==> src/rtl/pacc_pkg.sv <==
// Package: shared widths and the configuration record for the accumulator.
// Assumes: a single clock domain apart from the raw pin.
package pacc_pkg;
    localparam int CNT_W = 16;
    localparam int SYNC_STAGES = 2;

    typedef struct packed {
        logic en;
        logic gated;
        logic pol;
        logic ovf_ie;
        logic edge_ie;
    } pacc_cfg_t;
endpackage

==> src/rtl/pacc_sync.sv <==
// Module: pacc_sync
// Brings the asynchronous pin into the clock domain through a chain of flops
// and reports rising/falling edges of the synchronised level.
// Assumes: the pin is low during reset, so no edge is reported on reset exit.
module pacc_sync #(
    parameter int STAGES = 2
) (
    input  logic clk,
    input  logic rst_n,
    input  logic pin_raw,
    output logic level,
    output logic rise,
    output logic fall
);
    logic [STAGES-1:0] chain;
    logic              prev;

    // First stage samples the raw pin.
    always_ff @(posedge clk) begin
        if (!rst_n) chain[0] <= 1'b0;
        else        chain[0] <= pin_raw;
    end

    // Remaining stages shift the sample along the chain.
    generate
        for (genvar i = 1; i < STAGES; i++) begin : g_stage
            always_ff @(posedge clk) begin
                if (!rst_n) chain[i] <= 1'b0;
                else        chain[i] <= chain[i-1];
            end
        end
    endgenerate

    // Hold the previous synchronised level for edge detection.
    always_ff @(posedge clk) begin
        if (!rst_n) prev <= 1'b0;
        else        prev <= chain[STAGES-1];
    end

    assign level = chain[STAGES-1];
    assign rise  = level & ~prev;
    assign fall  = ~level & prev;
endmodule

==> src/rtl/pacc_counter.sv <==
// Module: pacc_counter
// The accumulator register: a software write or an increment, the write
// taking priority. Reports a wrap when an accepted increment leaves all ones.
// Assumes: inc is a single-cycle qualified request.
module pacc_counter #(
    parameter int W = 16
) (
    input  logic         clk,
    input  logic         rst_n,
    input  logic         inc,
    input  logic         wr,
    input  logic [W-1:0] wdata,
    output logic [W-1:0] value,
    output logic         wrap
);
    localparam logic [W-1:0] ALL_ONES = '1;

    // A software write overrides a same-cycle increment.
    always_ff @(posedge clk) begin
        if (!rst_n)   value <= '0;
        else if (wr)  value <= wdata;
        else if (inc) value <= value + 1'b1;
    end

    assign wrap = inc & ~wr & (value == ALL_ONES);
endmodule

==> src/rtl/pacc_flags.sv <==
// Module: pacc_flags
// Two sticky flags with write-1-to-clear and an interrupt request.
// Assumes: a set request wins over a clear in the same cycle.
module pacc_flags (
    input  logic       clk,
    input  logic       rst_n,
    input  logic       set_ovf,
    input  logic       set_edge,
    input  logic       clr_we,
    input  logic [1:0] clr,
    input  logic       ovf_ie,
    input  logic       edge_ie,
    output logic       ovf,
    output logic       edge_f,
    output logic       irq
);
    // Overflow flag: set wins, then write-1-to-clear.
    always_ff @(posedge clk) begin
        if (!rst_n)                ovf <= 1'b0;
        else if (set_ovf)          ovf <= 1'b1;
        else if (clr_we && clr[0]) ovf <= 1'b0;
    end

    // Input-edge flag: same policy on bit 1.
    always_ff @(posedge clk) begin
        if (!rst_n)                edge_f <= 1'b0;
        else if (set_edge)         edge_f <= 1'b1;
        else if (clr_we && clr[1]) edge_f <= 1'b0;
    end

    assign irq = (ovf & ovf_ie) | (edge_f & edge_ie);
endmodule

==> src/rtl/pulse_accum.sv <==
// Module: pulse_accum (top)
// Pin-driven accumulator with edge-counting and gated-time modes, sticky
// flags and an interrupt request.
// Assumes: tick64 is a one-cycle pulse from the clock divider.
module pulse_accum
    import pacc_pkg::*;
(
    input  logic             clk,
    input  logic             rst_n,
    input  logic             pin_in,
    input  logic             tick64,
    input  logic             cfg_we,
    input  logic             cfg_en,
    input  logic             cfg_gated,
    input  logic             cfg_pol,
    input  logic             cfg_ovf_ie,
    input  logic             cfg_edge_ie,
    input  logic             cnt_we,
    input  logic [CNT_W-1:0] cnt_wdata,
    input  logic             flag_clr_we,
    input  logic [1:0]       flag_clr,
    output logic [CNT_W-1:0] count,
    output logic             ovf_flag,
    output logic             edge_flag,
    output logic             irq
);
    pacc_cfg_t cfg_q;
    logic      lvl, rise, fall;
    logic      sel_edge, active, inc, wrap;

    // Configuration register, loaded as a whole on cfg_we.
    always_ff @(posedge clk) begin
        if (!rst_n)      cfg_q <= '0;
        else if (cfg_we) cfg_q <= '{en: cfg_en, gated: cfg_gated, pol: cfg_pol,
                                    ovf_ie: cfg_ovf_ie, edge_ie: cfg_edge_ie};
    end

    pacc_sync #(.STAGES(SYNC_STAGES)) u_sync (
        .clk(clk), .rst_n(rst_n), .pin_raw(pin_in),
        .level(lvl), .rise(rise), .fall(fall)
    );

    // Selected edge and active level both follow the polarity bit.
    always_comb begin
        sel_edge = cfg_q.pol ? rise : fall;
        active   = cfg_q.pol ? ~lvl : lvl;
        if (!cfg_q.en)        inc = 1'b0;
        else if (cfg_q.gated) inc = tick64 & active;
        else                  inc = sel_edge;
    end

    pacc_counter #(.W(CNT_W)) u_cnt (
        .clk(clk), .rst_n(rst_n), .inc(inc), .wr(cnt_we),
        .wdata(cnt_wdata), .value(count), .wrap(wrap)
    );

    pacc_flags u_flags (
        .clk(clk), .rst_n(rst_n), .set_ovf(wrap),
        .set_edge(cfg_q.en & sel_edge), .clr_we(flag_clr_we), .clr(flag_clr),
        .ovf_ie(cfg_q.ovf_ie), .edge_ie(cfg_q.edge_ie),
        .ovf(ovf_flag), .edge_f(edge_flag), .irq(irq)
    );
endmodule

==> config.mk <==
export PLATFORM = sky130hd
export DESIGN_NAME = pulse_accum
export DESIGN_NICKNAME = d
export VERILOG_FILES = /design/src/rtl/pacc_pkg.sv /design/src/rtl/pacc_sync.sv /design/src/rtl/pacc_counter.sv /design/src/rtl/pacc_flags.sv /design/src/rtl/pulse_accum.sv
export SDC_FILE = /design/constraint.sdc
export NUM_CORES = 1
export LEC_CHECK = 0
export ABC_AREA = 1
export BUFFER_PORTS_ARGS = -buffer_cell sky130_fd_sc_hd__buf_2
export CAP_MARGIN = 20
export CORE_ASPECT_RATIO = 1.4
export CORE_MARGIN = 2
export CORE_UTILIZATION = 49
export DETAILED_ROUTE_END_ITERATION = 8
export PLACE_DENSITY = 0.79
export SLEW_MARGIN = 20
export SYNTH_ARGS = -nofsm -noshare
export SYNTH_HDL_FRONTEND = slang
export SYNTH_HIERARCHICAL = 1
export SYNTH_SLANG_ARGS = --single-unit
==> constraint.sdc <==
create_clock -name clk -period 2.1 [get_ports clk]
set_clock_uncertainty 0.2 [all_clocks]
set_input_delay 0.42 -clock clk [delete_from_list [all_inputs] [get_ports clk]]
set_output_delay 0.42 -clock clk [all_outputs]
set_load 0.02 [all_outputs]
======== Yosys cells after proc, flatten, opt, wreduce, memory -nomap -nowiden ========
Cells that the tools add are included.
W data, S select, Z words.
storage, ports and cells
  bits in registers ....................... 26
  word-level logic and storage cells ...... 40
  output and inout bits ................... 19
  input bits .............................. 30
cells by class
  reduce and logical (&&, ||, !) cells .... 5
  bitwise operators ....................... 12
  eq/ne operators ......................... 1
  add/sub/neg operators ................... 1
  muxes and demuxes ....................... 10
operators by type and width
  cell                     number
  $mux W16                 2
  $add A16 B1 Y16 const B  1
  $eq A16 B16 Y1 const B   1
  $and A1 B1 Y1            8
  $mux W1                  8
  $reduce_bool A2 Y1       3
  $not A1 Y1               3
  $logic_and A1 B1 Y1      2
  $or A1 B1 Y1             1

======== Logic depth before layout (Yosys ltp) ========
Gate-level depths: netlist of run 1.
  depth after elaboration ................. 8
  mapped depth ............................ 14
  depth with buffers taken out ............ 14

======== Cells and area by module ========
Netlist of run 1, hierarchy kept.
modules (own cells, without submodules)
  module        seq. area each (um^2)  cells an instance  area an instance (um^2)  instances
  pacc_counter  320.3                  146                970.9                    1
  pulse_accum   100.1                  32                 215.2                    1
  pacc_sync     60.1                   13                 100.1                    1
  pacc_flags    40.0                   14                 95.1                     1

======== Worst setup path after synthesis of run 1 ========
Ideal clock, no wire load.
  kind .................................... reg-to-reg
  from .................................... register u_sync.chain[1], in the netlist u_sync/level
  to ...................................... register u_flags.ovf
  slack ................................... 263 ps
  data arrival time ....................... 1571 ps
  setup time .............................. 66 ps
  clock period less this slack ............ 1837 ps
  data required time ...................... 1834 ps
  stages on the path, launching flop included .. 13
  buffers on the path ..................... 0
  path through ............................ dfxtp_1 inv_1 nor2_2 nand2_1 nand3_1 nand2_1 nor2_1 inv_1 nor2_2 nand2_1 nor4_1 inv_1 a21oi_2
on the way
  elaborated cells between the ends (all ways) .. 12
  those cells by class .................... mux: 5; bitwise: 6; reduce/logical: 1
RTL lines
  what                                           line                source
  start, declared                                pacc_sync.sv:15     logic [STAGES-1:0] chain;
  start signal, assigned by index                pacc_sync.sv:29     else chain[i] <= chain[i-1];
  $and A1 B1 Y1 *                                pacc_sync.sv:41     assign rise = level & ~prev;
  net rise                                       pulse_accum.sv:28   logic lvl, rise, fall;
  $mux W1 *                                      pulse_accum.sv:45   sel_edge = cfg_q.pol ? rise : fall;
  $mux W1 *                                      pulse_accum.sv:48   else if (cfg_q.gated) inc = tick64 & active;
  $mux W1 *                                      pulse_accum.sv:47   if (!cfg_q.en) inc = 1'b0;
  net inc                                        pulse_accum.sv:29   logic sel_edge, active, inc, wrap;
  $and A1 B1 Y1 * (2 in a row)                   pacc_counter.sv:25  assign wrap = inc & ~wr & (value == ALL_ONES);
  net wrap                                       pulse_accum.sv:29
  $mux W1 or $reduce_bool A2 Y1 (tied branches)  --
  end signal, assigned                           pacc_flags.sv:19    if (!rst_n) ovf <= 1'b0;
  end signal, assigned                           pacc_flags.sv:20    else if (set_ovf) ovf <= 1'b1;
  end signal, assigned                           pacc_flags.sv:21    else if (clr_we && clr[0]) ovf <= 1'b0;
  end, declared                                  pacc_flags.sv:13    output logic ovf,
The timed path passes the listed nets; every way through them passes the cells marked *.
A chain may end at the register's enable or synchronous reset.

======== Final worst setup path of run 1 ========
Ends and elaborated chain as after synthesis.

==> impl_results.md, run 1 <==
* Diodes inserted at 0
* PwrDens at 615 nW/um2
* Placement Setup Slack at roughly 0.14 ns
* # setup viols final at 0
* Total setup buffers inserted after CTS at 0
* Startpoint types: flip-flop
* Unrepaired setup endpoints after global routing: false
* CP peak stage delay at 0.38 ns
* Largest net degree at the start of global routing at 19
* Synthesized area at roughly 1400 um2
* Non-filler instance count after layout at 291
* Clock root buffer: clkbuf_4
* CP max-delay cell: dfxtp_2
* Max-Cap Viols at 0
* Synth unique cells at 24
* Routed vias/inst at approximately 4.9
* Via count at 1440
* Clock-pin slew on the worst setup and hold paths at around 0.15 ns
* Commonest non-fill, non-tap cell in the layout: nand2_1
* Post-synthesis cell count at 205
* Sequential area share after synthesis at 37.7%
* FF+latch count, synth at 26
* Final hold violations at 0
* Lkg Pwr at 0.810 nW
* Setup TNS at 0 ns
* Initial Util at between 50% and 60%
* Clock H-tree levels at 1
* Worst Setup End Kind: flip-flop
* Power Total at 0.00106 W
* GRT Overall Usage at 20.9%
* GP Congestion at ~0.83
* Die Wd at around 50 um
* Detailed-route wire length per cell at 10.9 um
* Synth top area share at 37.7%
* Number of global-route vias before repair at 1324
* Hold Path Stages at 3
* Post-CTS Hold Buffers at 0
* Top cells by area, synth: dfxtp_1, nand2_1, inv_1, a22oi_1, nor2_1
* Router iterations before antenna repair at 4
* Final ANT Viol Nets at 0
* Placed Area at 1660 um2
* # nets final at ~290
* Mean post-synth cell area at 6.74 um2
* HPWL after DPL at 2.48 mm
* Synthesized net count at 236
* Critical Path AT at about 2.0 ns
* Layout area overhead at 24.4%
* Grt ovf at 0
* Worst Max-Slew Pin Slew at 0.336 ns
* Worst IR Drop VDD at 0.000459 V
* Reg2reg path depth at 12
* CTS buffer count at 3
* Initial DRC Count at 27
* R2R Path Start: u_sync/level
* CP Max Fanout at 5
* Slew HR at 77.6%
* Final period utilization at 90.8%
* Class of the worst hold path: primary input to flip-flop
* Filler cells at 293
* Routed Wire Length at 3.17 mm
* Worst r2r dst: u_flags/ovf
* CP Data Required Time at 2.18 ns
* Max Clock Freq at 525 MHz
* Placed Cells at between 200 and 300
* Slew Limit Fails at 0
* Hold Crit Start: pin_in
* Clock Tree Buf Depth at 2
* Later-pin clock latency in the skew report at about 0.33 ns
* Share of cells above drive strength 1 at 24.7%
* First-pass GRT wire length at 5.24 mm
* R2R setup slack at 0.19 ns
* Final instance area at 1720 um2
* Residual DRC at 0
* Row cnt at 22
* Final min period at 1.91 ns
* Clk sink count at 26
* Status: finished clean
* Core Area at around 2600 um2
* Min-Delay Endpoint: u_sync/chain[0]
* Antenna violations before repair at 0
* Setup ws final at approximately 0.19 ns
* Syn. warnings at 6
* Cells along the critical path: inv_1 > nor2_2 > nand2_1 > nand3_1 > nand2_1 > nor2_1 > inv_1 > nor2_2 > nand2_1 > nor4_1 > inv_1 > a21oi_2
* Die Height at 66.8 um
* Largest area contributor in the netlist: dfxtp_1
* Die area at 3270 um2
* CTS tree: yes
* IO Count at 49
* CP Class: flip-flop to flip-flop
* Commonest cells after routing, fill and taps aside: nand2_1, buf_2, inv_1, dfxtp_1, nor2_1
* Port Buf Inserts at between 40 and 50
## synth_stat cells
master	instances
a22oi_1	12
xnor2_1	4
a21boi_0	1
xor2_1	3
nor2_2	4
nor2_1	23
inv_1	25
a21oi_1	14
nand3_1	12
a31oi_1	1
nand4_1	3
nand2_1	53
ha_1	1
a21oi_2	2
o21bai_1	3
o21ai_0	9
dfxtp_1	26
buf_1	1
inv_2	1
nor4_1	1
nor3_1	2
clkbuf_1	1
buf_4	1
buf_2	2
## registers in the layout, summed over array words and instances (netlist names)
register,flops
u_flags/ovf,1
u_cnt/value,16
u_flags/edge_f,1
u_sync/prev,1
cfg_q,5
u_sync/chain,1
u_sync/level,1
## routing by layer
| metal | track usage, % | vias up | wire [um] |
|---|---|---|---|
| met4 | 12.9 | 0 | 31 |
| li1 | - | 766 | - |
| met5 | 0 | - | 0 |
| met3 | 3.36 | 4 | 144 |
| met2 | 40.6 | 37 | 1690 |
| met1 | 20.5 | 633 | 1300 |
## timing repair
item                                   4_1_cts  5_1_grt
setup endpoints to repair                    0        3
endpoints found under the hold margin        0        0
gates resized for setup                      0        1
## worst max path at each step
stage,slack [ns],cells after the start,endpoint,startpoint
2_1_floorplan,0.26,12,u_flags/ovf,u_sync/level
3_3_place_gp,0.24,12,u_flags/ovf,u_sync/level
6_report,0.19,12,u_flags/ovf,u_sync/level
3_5_place_dp,0.14,12,u_flags/ovf,u_sync/level
5_1_grt,0.02,15,u_cnt/value[15],u_sync/level
4_1_cts,0.13,12,u_flags/ovf,u_sync/level
## area by class of cell
cell class	count	area, um2	share of cell area [%]
Sequential cell	26	522	30.4
Multi-Input combinational cell	148	738	43.0
Inverter	26	97.6	5.68
Tap cell	36	45.0	2.62
Clock buffer	3	22.5	1.31
Clock inverter	1	30.0	1.75
Timing Repair Buffer	51	263	15.3
## report_power, final
| part | switching, W | internal (W) |
|---|---|---|
| Clock | 0.000153 | 0.000193 |
| Sequential | 0.0000294 | 0.000521 |
| Combinational | 0.0000900 | 0.0000687 |
## critical path, delay by kind of cell (launching register included)
kind	cells	cell delay, ns
AO/OA/AOI/OAI	1	0.13
AND/OR/NAND/NOR	8	0.92
buffers and inverters	3	0.24
flip-flops	1	0.38
## logic make-up (layout without fill, tap and decap cells)
group / count (synthesis) / in the layout / synth area share (%)
simple gates: 98 / 98 / 29.3
compound gates: 42 / 42 / 18.8
buf+inv: 31 / 81 / 8.88
flops: 26 / 26 / 37.7
xor+xnor: 7 / 7 / 4.44
fa+ha+maj: 1 / 1 / 0.906
## through the flow
stage / utilization [%] / hold slack, ns
4_1_cts: 65.0 / 0.0564
3_5_place_dp: 63.0 / 0.221
2_1_floorplan: - / 0.190
3_3_place_gp: 63.0 / 0.210
6_report: 65.0 / 0.0683
5_1_grt: 65.0 / 0.0713
(Power assumes the default switching activity.)
==> run 2, diff against run 1 <==
--- a/config.mk
+++ b/config.mk
@@ -12,7 +12,7 @@
 export CORE_MARGIN = 2
 export CORE_UTILIZATION = 49
 export DETAILED_ROUTE_END_ITERATION = 8
-export PLACE_DENSITY = 0.79
+export PLACE_DENSITY = 0.8
 export SLEW_MARGIN = 20
 export SYNTH_ARGS = -nofsm -noshare
 export SYNTH_HDL_FRONTEND = slang
==> impl_results.md, run 2 (synthesized netlist as in run 1, its figures left out) <==
* Status: finished clean
* Worst r2r dst: u_flags/ovf
* # setup viols final at 0 (unchanged)
* CP Class: flip-flop to flip-flop
* CP top delay family: simple AND/OR/NAND/NOR gates
* Reg2reg path depth at 12 (unchanged)
* # nets final at 288 (+0.35%)
* Worst hold slack at 0.0776 ns (+0.00925 ns)
* PwrDens at 538 nW/um2 (-12%)
* Worst Max-Slew Pin Slew at 0.328 ns (-0.00799 ns)
* Startpoint types: flip-flop
* Max-Cap Viols at 0 (unchanged)
* Leading registers by flop count: u_cnt/value (16), cfg_q (5)
* Final hold violations at 0 (unchanged)
* Commonest non-fill, non-tap cell in the layout: nand2_1
* Grt ovf at 0 (unchanged)
* R2R setup slack at 0.21 ns (about the same)
* Routed vias/inst at 5.01 (+1.2%)
* R2R Path Start: u_sync/level
* Row cnt at 22 (unchanged)
* Router iterations before antenna repair at 4 (unchanged)
* Final period utilization at 90.1% (-0.66 points)
* Final ANT Viol Nets at 0 (unchanged)
* Diodes inserted at 0 (unchanged)
* Hold Crit Start: pin_in
* Critical Path AT at 1.95 ns (-0.04 ns)
* CP max-delay cell: dfxtp_1
* Share of cells above drive strength 1 at 24.3% (-0.39 points)
* Max FFs per register at 16 (unchanged)
* Class of the worst hold path: primary input to flip-flop
* Core Area at 2640 um2 (unchanged)
* IO Count at 49 (unchanged)
* Antenna violations before repair at 0 (unchanged)
* Setup ws final at 0.208 ns (+0.0140 ns)
* Post-CTS Hold Buffers at 0 (unchanged)
* CTS tree: yes
* Routed Wire Length at 3.13 mm (-1.2%)
* Detailed-route wire length per cell at 10.8 um (-1.2%)
* Clk sink count at 26 (unchanged)
* Unrepaired setup endpoints after global routing: false
* Power Total at 0.000912 W (-14%)
* CTS buffer count at 3 (unchanged)
* Die area at 3270 um2 (unchanged)
* Residual DRC at 0 (unchanged)
* GRT Overall Usage at 20.1% (-0.86 points)
* Largest Register: u_cnt/value
* Placement Setup Slack at 0.235 ns (+0.0988 ns)
* Total setup buffers inserted after CTS at 0 (unchanged)
* Final min period at 1.89 ns (-0.0140 ns)
* Worst IR Drop VDD at 0.000357 V (-22%)
* Later-pin clock latency in the skew report at 0.31 ns (-0.02 ns)
* CP Data Required Time at 2.16 ns (-0.02 ns)
* HPWL after DPL at 2.49 mm (+0.63%)
* Filler cells at 279 (-4.8%)
* Layout area overhead at 22.6%
* Clock H-tree levels at 1 (unchanged)
* CP peak stage delay at 0.40 ns (+0.02 ns)
* Initial Util at 52.3% (unchanged)
* Slew HR at 78.1% (+0.53 points)
* Via count at 1457 (+1.2%)
* GP Congestion at 0.844 (+1.5%)
* Min-Delay Endpoint: u_sync/chain[0]
* Clock root buffer: clkbuf_4
* Die Wd at 48.9 um (unchanged)
* Slew Limit Fails at 0 (unchanged)
* Largest net degree at the start of global routing at 19 (unchanged)
* CP Buf/Inv Count at 3 (unchanged)
* Die Height at 66.8 um (unchanged)
* CP Max Fanout at 5 (unchanged)
* Post-CTS Resized at 0 (unchanged)
* Number of global-route vias before repair at 1269 (-4.2%)
* Hold Path Stages at 3 (unchanged)
* Setup TNS at 0 ns (unchanged)
* Port Buf Inserts at 48 (unchanged)
* Lkg Pwr at 0.801 nW (-1.1%)
* Initial DRC Count at 34 (+26%)
* Cells along the critical path: inv_1 > nor2_2 > nand2_1 > nand3_1 > nand2_1 > nor2_1 > inv_1 > nor2_2 > nand2_1 > nor4_1 > inv_1 > a21oi_2
* Max Clock Freq at 529 MHz (+0.74%)
* Clock Tree Buf Depth at 2 (unchanged)
* Clock-pin slew on the worst setup and hold paths at 0.13 ns (-0.02 ns)
* Worst Setup End Kind: flip-flop
* Commonest cells after routing, fill and taps aside: nand2_1, buf_2, dfxtp_1, inv_1, nor2_1
* First-pass GRT wire length at 5.18 mm (-1.2%)
run 2: worst max-delay path by stage:
| stage | from | end | slack (ns) | cells after the start |
|---|---|---|---|---|
| floorplan | u_sync/level | u_flags/ovf | 0.26 | 12 |
| global placement | u_sync/level | u_flags/ovf | 0.31 | 12 |
| detailed placement | u_sync/level | u_flags/ovf | 0.23 | 12 |
| CTS | u_sync/level | u_flags/ovf | 0.21 | 12 |
| global route | u_sync/level | u_flags/ovf | 0.008 | 12 |
| finish | u_sync/level | u_flags/ovf | 0.21 | 12 |
run 2: per-stage QoR:
stage / instances / util [%] / cell area (um2)
after floorplan: 205 / - / 1380
after global placement: 288 / 63.3 / 1670
after detailed placement: 288 / 63.3 / 1670
after CTS: 291 / 64.1 / 1690
after global routing: 291 / 64.1 / 1690
final: 291 / 64.1 / 1690
run 2: worst register-to-register path: cells and delay by family (launching register included):
| kind | cells | cell delay, ns |
|---|---|---|
| buffers and inverters | 3 | 0.23 |
| flip-flops | 1 | 0.40 |
| AND/OR/NAND/NOR | 8 | 0.90 |
| AO/OA/AOI/OAI | 1 | 0.12 |
run 2: per-layer routing:
layer  up-vias  wire (um)  GRT usage (%)
li1        768          -              -
met2        39       1580           39.0
met4         0         32           6.43
met5         -          0              0
met1       646       1350           21.8
met3         4        166           3.36
run 2: report_power, final:
part / switching, W / internal, W
Clock: 0.000134 / 0.0000671
Sequential: 0.0000296 / 0.000521
Combinational: 0.0000905 / 0.0000695
run 2: area by class of cell:
| class | instances | area (um2) | area share (%) |
|---|---|---|---|
| Multi-Input combinational cell | 148 | 738 | 43.6 |
| Clock buffer | 3 | 22.5 | 1.33 |
| Sequential cell | 26 | 520 | 30.7 |
| Tap cell | 36 | 45.0 | 2.66 |
| Inverter | 26 | 97.6 | 5.76 |
| Timing Repair Buffer | 52 | 270 | 16.0 |
